**config.mk**
```make
export PLATFORM = sky130hd
export DESIGN_NAME = bclk_gen
export DESIGN_NICKNAME = d
export VERILOG_FILES = /design/src/rtl/bclk_pkg.sv /design/src/rtl/bclk_phase_acc.sv /design/src/rtl/bclk_edge_shaper.sv /design/src/rtl/bclk_gen.sv
export SDC_FILE = /design/constraint.sdc
export NUM_CORES = 1
export LEC_CHECK = 0
export ABC_AREA = 1
export BUFFER_PORTS_ARGS = -buffer_cell sky130_fd_sc_hd__buf_2
export CORE_MARGIN = 4
export CORE_UTILIZATION = 56
export CTS_CLUSTER_DIAMETER = 60
export DETAILED_ROUTE_END_ITERATION = 10
export GPL_TIMING_DRIVEN = 0
export PLACE_DENSITY_LB_ADDON = 0.25
export RECOVER_POWER = 50
export SLEW_MARGIN = 20
export SYNTH_ARGS = -nofsm -noshare
export SYNTH_HDL_FRONTEND = slang
export SYNTH_SLANG_ARGS = --single-unit
```
**constraint.sdc**
```tcl
create_clock -name clk_i -period 3.6 [get_ports clk_i]
set_input_delay 0.72 -clock clk_i [delete_from_list [all_inputs] [get_ports clk_i]]
set_output_delay 0.72 -clock clk_i [all_outputs]
set_load 0.02 [all_outputs]
```
**src/rtl/bclk_pkg.sv**
```systemverilog
package bclk_pkg;
    localparam int RATE_W_DEF = 8;

    typedef struct packed {
        logic sclk;
        logic edge_s;
        logic sample;
        logic launch;
    } shaper_t;

    localparam shaper_t SHAPER_RST = '{sclk: 1'b0, edge_s: 1'b0, sample: 1'b0, launch: 1'b0};
endpackage

```
**src/rtl/bclk_phase_acc.sv**
```systemverilog
module bclk_phase_acc #(
    parameter int FIELD_W = bclk_pkg::RATE_W_DEF
) (
    input  logic               clk_i,
    input  logic               rst_ni,
    input  logic               run_i,
    input  logic [FIELD_W-1:0] rate_i,
    output logic               carry_o
);
    localparam int STEP_W = FIELD_W + 1;
    localparam int SUM_W  = FIELD_W + 2;
    localparam logic [FIELD_W-1:0] ALL_ONES  = '1;
    localparam logic [STEP_W-1:0]  FULL_STEP = {1'b1, {FIELD_W{1'b0}}};

    typedef struct packed {
        logic [FIELD_W-1:0] acc;
    } acc_t;

    acc_t              st_d, st_q;
    logic [STEP_W-1:0] step;
    logic [SUM_W-1:0]  sum;

    always_comb begin
        step    = (rate_i == ALL_ONES) ? FULL_STEP : {1'b0, rate_i};
        sum     = SUM_W'(st_q.acc) + SUM_W'(step);
        carry_o = run_i & (sum[SUM_W-1:FIELD_W] != '0);
        st_d    = st_q;
        if (run_i) begin
            st_d.acc = sum[FIELD_W-1:0];
        end else begin
            st_d.acc = '0;
        end
    end

    always_ff @(posedge clk_i) begin
        if (!rst_ni) begin
            st_q <= '0;
        end else begin
            st_q <= st_d;
        end
    end
endmodule

```
**src/rtl/bclk_edge_shaper.sv**
```systemverilog
module bclk_edge_shaper (
    input  logic clk_i,
    input  logic rst_ni,
    input  logic run_i,
    input  logic cpol_i,
    input  logic cpha_i,
    input  logic carry_i,
    output logic sclk_o,
    output logic edge_o,
    output logic sample_o,
    output logic launch_o
);
    import bclk_pkg::*;

    shaper_t st_d, st_q;
    logic    next_lvl;
    logic    leading;

    always_comb begin
        next_lvl    = ~st_q.sclk;
        leading     = (next_lvl != cpol_i);
        st_d        = st_q;
        st_d.edge_s = 1'b0;
        st_d.sample = 1'b0;
        st_d.launch = 1'b0;
        if (!run_i) begin
            st_d.sclk = cpol_i;
        end else if (carry_i) begin
            st_d.sclk   = next_lvl;
            st_d.edge_s = 1'b1;
            st_d.sample = leading ^ cpha_i;
            st_d.launch = ~(leading ^ cpha_i);
        end
    end

    always_ff @(posedge clk_i) begin
        if (!rst_ni) begin
            st_q <= SHAPER_RST;
        end else begin
            st_q <= st_d;
        end
    end

    assign sclk_o   = st_q.sclk;
    assign edge_o   = st_q.edge_s;
    assign sample_o = st_q.sample;
    assign launch_o = st_q.launch;
endmodule

```
**src/rtl/bclk_gen.sv**
```systemverilog
module bclk_gen #(
    parameter int FIELD_W = bclk_pkg::RATE_W_DEF
) (
    input  logic               clk_i,
    input  logic               rst_ni,
    input  logic               run_i,
    input  logic [FIELD_W-1:0] rate_i,
    input  logic               cpol_i,
    input  logic               cpha_i,
    output logic               sclk_o,
    output logic               edge_o,
    output logic               sample_o,
    output logic               launch_o
);
    logic carry;

    bclk_phase_acc #(.FIELD_W(FIELD_W)) u_acc (
        .clk_i   (clk_i),
        .rst_ni  (rst_ni),
        .run_i   (run_i),
        .rate_i  (rate_i),
        .carry_o (carry)
    );

    bclk_edge_shaper u_shape (
        .clk_i    (clk_i),
        .rst_ni   (rst_ni),
        .run_i    (run_i),
        .cpol_i   (cpol_i),
        .cpha_i   (cpha_i),
        .carry_i  (carry),
        .sclk_o   (sclk_o),
        .edge_o   (edge_o),
        .sample_o (sample_o),
        .launch_o (launch_o)
    );
endmodule

```
; ---- After elaboration in Yosys (flattened, before gate mapping)
; Index checks and enable logic that the tools add are counted.
[totals]
register_bits = 12
latchBits = 0
ramBits = 0
rom_bits = 0
in_bits = 13
elab_cells = 19
n_memories = 0
[op_classes]
addsub = 1
n_mul = 0
n_div = 0
magnitude_cmp = 0
eq_ne = 3
n_shift = 0
n_mux = 3
bitwise = 4
reduce_logical = 3
[op_table]
columns = operator, count
row1 = $add 8x9->10, 1
row2 = $mux 9, 1
row3 = $eq 8x8->1 const B, 1
row4 = $mux 4, 1
row5 = $reduce_and 3->1, 1
row6 = $ne 2x1->1 const B, 1
row7 = $not 1->1, 2
row8 = $reduce_and 2->1, 1
row9 = $reduce_bool 2->1, 1
row10 = $and 1x1->1, 1
row11 = $mux 1, 1
row12 = $ne 1x1->1, 1
row13 = $xor 1x1->1, 1

; ---- Logic depth before layout (Yosys ltp)
; Gate-level depths: netlist of the first run.
[depth]
ltp_word = 7
mapped_depth = 17

; ---- Modules after synthesis
; A second synthesis of the first run with hierarchy kept.
[unflattened]
cells_unflattened = 135
hier_area_um2 = 869.6
[by_module_without_submodules]
columns = module, n_inst, cells_each, area_per_inst_um2
row1 = bclk_phase_acc, 1, 112, 704.4
row2 = bclk_edge_shaper, 1, 23, 165.2

; ---- Worst setup path after synthesis of the first run
; OpenSTA, ideal clock, no wires.
[synth_path]
kind = in2reg
startpoint = input port rate_i[5]
endpoint = register u_shape.st_q, in the netlist u_shape.sclk_o
setup_time_ns = 0.109
arrival_time_ns = 2.264
path_slack_ns = 1.228
cell_stages = 17
path_cell_list = nand2_1 -> nor2_1 -> nand2_1 -> clkinv_2 -> nor2_1 -> ha_1 -> fa_1 -> nand2_1 -> nand2_1 -> nand3_1 -> nand2_1 -> nand2_2 -> nand3_2 -> nand2_1 -> nand3_1 -> nand2_1 -> inv_1
[synth_via]
elab_chain_cells = 6
[synth_rtl]
columns = item, line_no
row1 = from (decl), bclk_gen.sv:7  ; input logic [FIELD_W-1:0] rate_i,
row2 = $eq 8x8->1, bclk_phase_acc.sv:24  ; step = (rate_i == ALL_ONES) ? FULL_STEP : {1'b0, rate_i};
row3 = $mux 9 (*), bclk_phase_acc.sv:24
row4 = $add 8x9->10 (*), bclk_phase_acc.sv:25  ; sum = SUM_W'(st_q.acc) + SUM_W'(step);
row5 = $reduce_bool 2->1 (*), bclk_phase_acc.sv:26  ; carry_o = run_i & (sum[SUM_W-1:FIELD_W] != '0);
row6 = $and 1x1->1 (*), bclk_phase_acc.sv:26
row7 = $ne 2x1->1 (no line) (*), n/a
row8 = to (signal assigned), bclk_edge_shaper.sv:40  ; st_q <= st_d;
row9 = to (decl), bclk_edge_shaper.sv:15  ; shaper_t st_d, st_q;
; Every way passes the cells marked *; elsewhere a longest branch is shown, timed or not.
; A chain may end at the register's enable or synchronous reset.

; ---- Worst setup path after layout of the first run
[layout_path]
startpoint = input port rate_i[3]
endpoint = register u_shape.st_q, in the netlist u_shape.sclk_o
; Same word-level chain as after synthesis.

==> run metrics, run 1 <==
status finished clean; cts bufs inserted 3; vias per inst 4.85; hold path endpoint u_acc.st_q[0]$_SDFF_PN0_; global-route wire length before repair 2600 µm; Sw Share 29.7%; latest clock arrival within the worst-skew pair 0.28 ns; number of port buffers 16; simple-gate area share of the yosys netlist 32.4%; f_max 0.397 GHz; R2R Setup Slk 1.85 ns; clock sinks 12; setup TNS 0 ns; Pwr per Cell Area 346 nW/µm²; Vias 796; Gate power share 24.3%; Starting Density 61.8%; global route overflow 0; GP Congestion 0.855; Worst Setup Start Kind input pin; Final Max Slew Viols 0; internal power 0.235 mW; synthesis-to-finish area growth 15.6%; Die X 46.6 µm; M3 GR Usage 4.69%; Avg Synthesized Cell Area 6.47 µm²; Clock power frac 32.5%; nets@finish 172; YS warnings 0; mux contribution to synthesized area 0%; Synth Area in Adders 14.4%; Post-Synthesis Cell Area 835 µm²; GR peak layer met2; Reg power frac 43.2%; final hold vios 0; Setup Skew 0.00330 ns; Placed Instances 160; Yosys cell types 18; Die Area 2170 µm²; largest net degree at the start of global routing 11; # IOs 17; drt first pass iters 4; CP endpoint kind flip-flop; Reg2Reg Capture Point u_shape.sclk_o$_SDFFE_PN0P_; max_cap viols 0; drt wl/cell 9.51 µm; FF+latch count, synth 12; fillers 137; vias in the first global route 691; initial antenna violation count 0; Worst Path Buf+Inv 3; Routed WL 1560 µm; Rows 13; H-tree depth 1; Die Ht 46.6 µm; Core Region 1350 µm²; Setup Viol. Count Final 0; CP top delay family simple AND/OR/NAND/NOR gates; met1 usage 19.9%; Root Driver clkbuf_4; Hold Path Cell Cnt 3; DRT iter0 DRCs 5; Critical Path Most Common Cell nand2_1; sequential cell area fraction in the yosys report 28.8%; Crit path largest cell delay 0.39 ns; Antenna Cells 0; Period minus WS final 2.52 ns; crit share post-route 69.9%; DRC viols 0; worst endpoint required time 3.78 ns; Worst R2R Start u_acc.st_q[0]$_SDFF_PN0_; remaining antenna violation count after routing 0; CP cell instances buf_2, nand2_1, nor2_1, nand2_1, clkinvlp_2, nor2_1, ha_1, fa_1, nand2_1, nand2_1, nand3_1, nand2_1, nand2_2, nand3_2, nand2_1, nand3_1, nand2_1, inv_1; Net Sw Power 0.0993 mW; Max Root-Sink Buffers 2; Syn Inst Count 129; Hold Startpoint u_acc.st_q[0]$_SDFF_PN0_; VDD IR max 278 µV; cts hold-fix bufs 0; XOR/XNOR Fraction of Synth Area 2.10%; share of cells above drive strength 1 14.8%; Post-CTS Setup Inserts 0; Non-Filler Instances 164; kind of critical path in -> reg; largest family of logic cells by synthesized area simple AND/OR/NAND/NOR gates; post-synthesis compound-gate area fraction 10.0%; crit path DAT 2.70 ns; Leakage 0.574 nW; CP max-delay cell fa_1; CP startpoint rate_i[3]; CTS tree built; Slew HR 78.3%; RSZ-0062 raised after global routing no; dpl hpwl 1320 µm; Tightest Hold Check Type reg -> reg; worst-case reg-to-reg path depth 12; net count after synthesis 151; worst-path fanout max 10; Clock Pin Slew Worst Setup and Hold Paths 0.08 ns; GRT Total Usage 17.2%; cts repair resizes 0; Worst Tran Pin Value 0.324 ns; GRT met2 Usage 28.8%
cells in the mapped netlist (all sizes together):
master | instances | area share (%)
a21oi | 9 | 5.4
a31o | 1 | 1.0
clkinv | 1 | 0.60
dfxtp | 12 | 29
fa | 1 | 2.4
ha | 8 | 12
inv | 26 | 12
nand2 | 34 | 16
nand3 | 5 | 4.2
nand4 | 1 | 0.75
nor2 | 22 | 9.9
nor3b | 1 | 0.90
o21a | 2 | 1.8
o21ai | 3 | 1.8
or2 | 1 | 0.75
xor2 | 2 | 2.1
sequential cells by signal, summed over array words and instances (netlist names):
register          flops
u_acc.st_q            8
u_shape.edge_o        1
u_shape.launch_o      1
u_shape.sample_o      1
u_shape.sclk_o        1
how the worst max path moves through the flow:
stage                                   to  depth (start not counted)
3_5_place_dp   u_shape.sclk_o$_SDFFE_PN0P_                         18
4_1_cts        u_shape.sclk_o$_SDFFE_PN0P_                         18
6_report       u_shape.sclk_o$_SDFFE_PN0P_                         18
2_1_floorplan  u_shape.sclk_o$_SDFFE_PN0P_                         17
3_3_place_gp   u_shape.sclk_o$_SDFFE_PN0P_                         18
5_1_grt        u_shape.sclk_o$_SDFFE_PN0P_                         17
area by class of cell:
cell class / instances / area [µm²] / area share [%]
sequential: 12 / 240 / 24.9
tap: 15 / 18.8 / 1.95
clock buffer: 4 / 36.3 / 3.76
timing repair buffer: 16 / 75.1 / 7.78
multi-input combinational: 90 / 492 / 51.0
inverter: 27 / 103 / 10.6
cells by family (layout without fill, tap and decap cells):
group,count (synthesis),count (layout)
AOI/OAI and AO/OA,15,15
adders and majority gates,9,9
xor gates and xnor gates,2,2
and+or+nand+nor,64,64
buffers and inverters,27,47
DFF,12,12
per-layer routing:
layer / vias to the layer above / wire (µm) / part of all wire [%]
met5: - / 0 / 0
met4: 0 / 13 / 0.83
met3: 2 / 112 / 7.2
met2: 20 / 724 / 46
met1: 335 / 708 / 45
li1: 439 / - / -
power groups by stage:
stage / Sequential [mW] / Clock [mW] / Combinational [mW]
6_report: 0.144 / 0.109 / 0.0811
5_1_grt: 0.145 / 0.118 / 0.0943
4_1_cts: 0.144 / 0.111 / 0.0822
3_5_place_dp: 0.147 / 0 / 0.0818
3_3_place_gp: 0.147 / 0 / 0.0784
2_1_floorplan: 0.149 / 0 / 0.0586
layout by cell type (no fill, tap or decap), types with 2 or more instances in the layout:
| cell | n |
|---|---|
| xor2_1 | 2 |
| nand3_1 | 3 |
| o21a_1 | 2 |
| nand2_1 | 32 |
| dfxtp_1 | 12 |
| ha_1 | 8 |
| buf_2 | 12 |
| clkbuf_1 | 4 |
| o21ai_0 | 3 |
| nor2_1 | 22 |
| nand2_2 | 2 |
| nand3_2 | 2 |
| inv_1 | 26 |
| clkbuf_4 | 3 |
| a21oi_1 | 9 |
through the flow:
step	area (µm²)	util (%)	total power, mW	setup WS (ns)	hold WS (ns)
floorplan	835	-	0.208	1.23	0.546
global placement	933	69.1	0.225	0.956	0.555
detailed placement	933	69.1	0.229	0.902	0.572
CTS	970	71.8	0.337	1.20	0.591
global route	965	71.5	0.357	0.786	0.643
finish	965	71.5	0.334	1.08	0.582
tightest hold or removal path: stages (launching register included):
cell and delay [ns]:
dfxtp_1 0.32, ha_1 0.12, inv_1 0.03, nor2_1 0.08
(Power assumes the default switching activity.)
==> inputs of run 2 (changes only) <==
--- a/config.mk
+++ b/config.mk
@@ -8,7 +8,7 @@
 export ABC_AREA = 1
 export BUFFER_PORTS_ARGS = -buffer_cell sky130_fd_sc_hd__buf_2
 export CORE_MARGIN = 4
-export CORE_UTILIZATION = 56
+export CORE_UTILIZATION = 52
 export CTS_CLUSTER_DIAMETER = 60
 export DETAILED_ROUTE_END_ITERATION = 10
 export GPL_TIMING_DRIVEN = 0
==> constraint.sdc (replaced) <==
create_clock -name clk_i -period 2.6 [get_ports clk_i]
set_input_delay 0.52 -clock clk_i [delete_from_list [all_inputs] [get_ports clk_i]]
set_output_delay 0.52 -clock clk_i [all_outputs]
set_load 0.02 [all_outputs]
==> run metrics, run 2 (same netlist as run 1, synthesis figures left out) <==
GP Congestion 0.875; Rows 14; Hold Startpoint rst_ni; CTS tree built; H-tree depth 1; Max Root-Sink Buffers 2; final hold slack 0.431 ns; Worst Setup Start Kind input pin; Largest register FFs 8; clock sinks 12; worst-path fanout max 10; global route overflow 0; most flop-heavy register u_acc.st_q; setup TNS 0 ns; # IOs 17; Die Ht 48.1 µm; hold path endpoint u_shape.sclk_o$_SDFFE_PN0P_; worst endpoint required time 2.79 ns; Vias 826; Die X 48.1 µm; crit share post-route 86.6%; Leakage 0.579 nW; crit path DAT 2.44 ns; CP endpoint kind flip-flop; final hold vios 0; Slew HR 81.6%; drt wl/cell 10.4 µm; leading cell type in the layout, fill and taps excluded nand2_1; kind of critical path in -> reg; remaining antenna violation count after routing 0; nets@finish 172; Worst Tran Pin Value 0.278 ns; cts hold-fix bufs 0; Period minus WS final 2.25 ns; cts bufs inserted 3; drt first pass iters 4; leading cell types in the layout, fill and taps excluded nand2_1, inv_1, nor2_1; VDD IR max 286 µV; f_max 0.444 GHz; setup ws final 0.348 ns; dpl hpwl 1310 µm; vias per inst 5.01; Root Driver clkbuf_4; Core Region 1510 µm²; Clock Pin Slew Worst Setup and Hold Paths 0.08 ns; Pwr per Cell Area 486 nW/µm²; share of cells above drive strength 1 14.1%; initial antenna violation count 0; Placed Instances 161; RSZ-0062 raised after global routing no; Antenna Cells 0; global-route wire length before repair 2900 µm; Setup Viol. Count Final 0; DRC viols 0; Starting Density 55.4%; max_cap viols 0; status finished clean; Post-DP Area 935 µm²; Tightest Hold Check Type in -> reg; GRT Total Usage 18.2%; Final Max Slew Viols 0; Post-CTS Setup Inserts 0; cts repair resizes 0; largest net degree at the start of global routing 11; R2R Setup Slk 0.83 ns; latest clock arrival within the worst-skew pair 0.28 ns; Routed WL 1720 µm; Non-Filler Instances 165; Place WS 0.110 ns; final instance area 965 µm²; worst-case reg-to-reg path depth 12; Hold Path Cell Cnt 3; Die Area 2310 µm²; Worst R2R Start u_acc.st_q[0]$_SDFF_PN0_; DRT iter0 DRCs 9; Reg2Reg Capture Point u_shape.sclk_o$_SDFFE_PN0P_; number of port buffers 16; Setup Skew 0.00736 ns; synthesis-to-finish area growth 15.6%; vias in the first global route 730
## run 2: how the worst max path moves through the flow
stage / startpoint / end / slack (ns) / cells after the start
6_report: rate_i[2] / u_shape.sclk_o$_SDFFE_PN0P_ / 0.35 / 18
4_1_cts: rate_i[3] / u_shape.sclk_o$_SDFFE_PN0P_ / 0.37 / 18
2_1_floorplan: rate_i[5] / u_shape.sclk_o$_SDFFE_PN0P_ / 0.43 / 17
3_3_place_gp: rate_i[2] / u_shape.sclk_o$_SDFFE_PN0P_ / 0.15 / 18
5_1_grt: rate_i[2] / u_shape.sclk_o$_SDFFE_PN0P_ / 0.13 / 18
3_5_place_dp: rate_i[3] / u_shape.sclk_o$_SDFFE_PN0P_ / 0.11 / 18
## run 2: where the power goes
part / total, mW / switching [mW] / internal [mW]
clock: 0.155 / 0.0694 / 0.0853
combinational: 0.114 / 0.0692 / 0.0452
sequential: 0.200 / 0.00513 / 0.195
## run 2: layout make-up
| class | count | area [µm²] |
|---|---|---|
| fill | 162 | 542 |
| multi-input combinational | 90 | 492 |
| sequential | 12 | 240 |
| inverter | 27 | 103 |
| timing repair buffer | 16 | 73.8 |
| clock buffer | 4 | 36.3 |
| tap | 16 | 20.0 |
## run 2: critical path: stages
cell and delay, ns:
clkbuf_1 0.10, nand2_1 0.07, nor2_1 0.11, nand2_1 0.09, clkinv_2 0.14, nor2_1 0.08
ha_1 0.23, fa_1 0.41, nand2_1 0.11, nand2_1 0.08, nand3_1 0.10, nand2_1 0.07
nand2_2 0.07, nand3_2 0.06, nand2_1 0.06, nand3_1 0.07, nand2_1 0.06, inv_1 0.03
## run 2: through the flow
step / util (%) / power [mW]
6_report: 64.0 / 0.469
2_1_floorplan: - / 0.287
4_1_cts: 64.5 / 0.470
3_3_place_gp: 62.0 / 0.312
3_5_place_dp: 62.0 / 0.317
5_1_grt: 64.0 / 0.499
## run 2: routing by layer
layer	wire length, µm	up-vias	track usage (%)
li1	-	439	-
met1	814	357	20.9
met2	765	23	30.9
met3	95	7	4.89
met4	42	0	8.60
met5	0	-	0
==> inputs of run 3 (changes only) <==
--- a/config.mk
+++ b/config.mk
@@ -6,7 +6,7 @@
 export NUM_CORES = 1
 export LEC_CHECK = 0
 export ABC_AREA = 1
-export BUFFER_PORTS_ARGS = -buffer_cell sky130_fd_sc_hd__buf_2
+export BUFFER_PORTS_ARGS = -buffer_cell sky130_fd_sc_hd__buf_4
 export CORE_MARGIN = 4
 export CORE_UTILIZATION = 52
 export CTS_CLUSTER_DIAMETER = 60
==> run metrics, run 3 (same netlist as run 1, synthesis figures left out) <==
dpl hpwl 1280 µm; Slew HR 82.2%; Largest register FFs 8; Core Region 1510 µm²; DRC viols 0; Antenna Cells 0; Period minus WS final 2.16 ns; Net Sw Power 0.131 mW; worst endpoint required time 2.78 ns; Sw Share 28.5%; most flop-heavy register u_acc.st_q; Setup Skew 0.00662 ns; kind of critical path in -> reg; Reg power frac 43.3%; RSZ-0062 raised after global routing no; number of port buffers 16; Starting Density 55.4%; cts repair resizes 0; Worst Setup Start Kind input pin; Die Ht 48.1 µm; cts bufs inserted 3; vias in the first global route 694; largest net degree at the start of global routing 11; Levels on crit path 18; Worst Tran Pin Value 0.267 ns; leading cell type in the layout, fill and taps excluded nand2_1; Tightest Hold Check Type in -> reg; leading cell types in the layout, fill and taps excluded nand2_1, inv_1, nor2_1; DRT iter0 DRCs 9; Post-CTS Setup Inserts 0; drt first pass iters 4; H-tree depth 1; GP Congestion 0.880; worst-path fanout max 10; CP cell instances clkbuf_4, nand2_1, nor2_1, nand2_1, clkinv_2, nor2_1, ha_1, fa_1, nand2_1, nand2_1, nand3_1, nand2_1, nand2_2, nand3_2, nand2_1, nand3_1, nand2_1, inv_1; Vias 802; Post-DP Area 975 µm²; fillers 149; crit path DAT 2.34 ns; CP max-delay cell fa_1; Die X 48.1 µm; drt wl/cell 9.24 µm; Placed Instances 161; final hold vios 0; Leakage 0.585 nW; share of cells above drive strength 1 14.1%; Clock Pin Slew Worst Setup and Hold Paths 0.08 ns; # IOs 17; Pwr per Cell Area 465 nW/µm²; crit share post-route 83.1%; global route overflow 0; status finished clean; Clock power frac 31.6%; max_cap viols 0; R2R Setup Slk 0.89 ns; nets@finish 172; initial antenna violation count 0; Setup Viol. Count Final 0; Gate power share 25.1%; final instance area 991 µm²; Crit path largest cell delay 0.39 ns; global-route wire length before repair 2590 µm; f_max 0.463 GHz; Worst Path Buf+Inv 3; Critical Path Most Common Cell nand2_1; clock sinks 12; final hold slack 0.434 ns; VDD IR max 399 µV; Die Area 2310 µm²; Max Root-Sink Buffers 2; synthesis-to-finish area growth 18.7%; worst-case reg-to-reg path depth 12; Hold Path Cell Cnt 3; CP endpoint kind flip-flop; remaining antenna violation count after routing 0; Root Driver clkbuf_4; CTS tree built; setup TNS 0 ns; CP top delay family simple AND/OR/NAND/NOR gates; Rows 14; Non-Filler Instances 165; GRT Total Usage 16.1%; Final Max Slew Viols 0; Routed WL 1530 µm; vias per inst 4.86; latest clock arrival within the worst-skew pair 0.27 ns; internal power 0.329 mW; cts hold-fix bufs 0
[run 3: cell counts in the layout (fill, tap and decap cells not counted)]
No cell type changed its count.
[run 3: final cells by class]
type / instances / area, µm² / share of cell area, %
multi-input combinational: 90 / 487 / 49.1
sequential: 12 / 240 / 24.2
timing repair buffer: 16 / 105 / 10.6
inverter: 27 / 103 / 10.4
clock buffer: 4 / 36.3 / 3.66
tap: 16 / 20.0 / 2.02
[run 3: worst min-delay path, delay by kind of cell]
family,cells,cell delay [ns]
AND/OR/NAND/NOR,1,0.04
buffers and inverters,2,0.12
[run 3: power by group through the flow]
stage	logic (mW)	registers (mW)	clock network [mW]
2_1_floorplan	0.0812	0.206	0
3_3_place_gp	0.115	0.204	0
3_5_place_dp	0.119	0.204	0
4_1_cts	0.119	0.200	0.149
5_1_grt	0.133	0.201	0.161
6_report	0.116	0.200	0.145
[run 3: per-stage QoR]
stage	total power [mW]	utilization (%)	setup slack [ns]
floorplan	0.287	-	0.428
global placement	0.319	64.7	0.152
detailed placement	0.323	64.7	0.126
CTS	0.468	67.1	0.417
global route	0.496	65.8	0.191
finish	0.461	65.8	0.438
[run 3: worst paths after layout]
kind | from | to
setup / recovery | rate_i[6] | u_shape.sclk_o$_SDFFE_PN0P_
hold / removal | rst_ni | u_shape.sclk_o$_SDFFE_PN0P_
setup reg to reg | u_acc.st_q[0]$_SDFF_PN0_ | u_shape.sclk_o$_SDFFE_PN0P_
hold reg to reg | u_acc.st_q[0]$_SDFF_PN0_ | u_acc.st_q[0]$_SDFF_PN0_
[run 3: routing by layer]
layer / vias to the layer above / global-route usage [%] / part of all wire [%]
met2: 20 / 27.2 / 44
li1: 436 / - / -
met1: 342 / 19.6 / 47
met3: 4 / 3.38 / 7.3
met5: - / 0 / 0
met4: 0 / 6.45 / 1.4
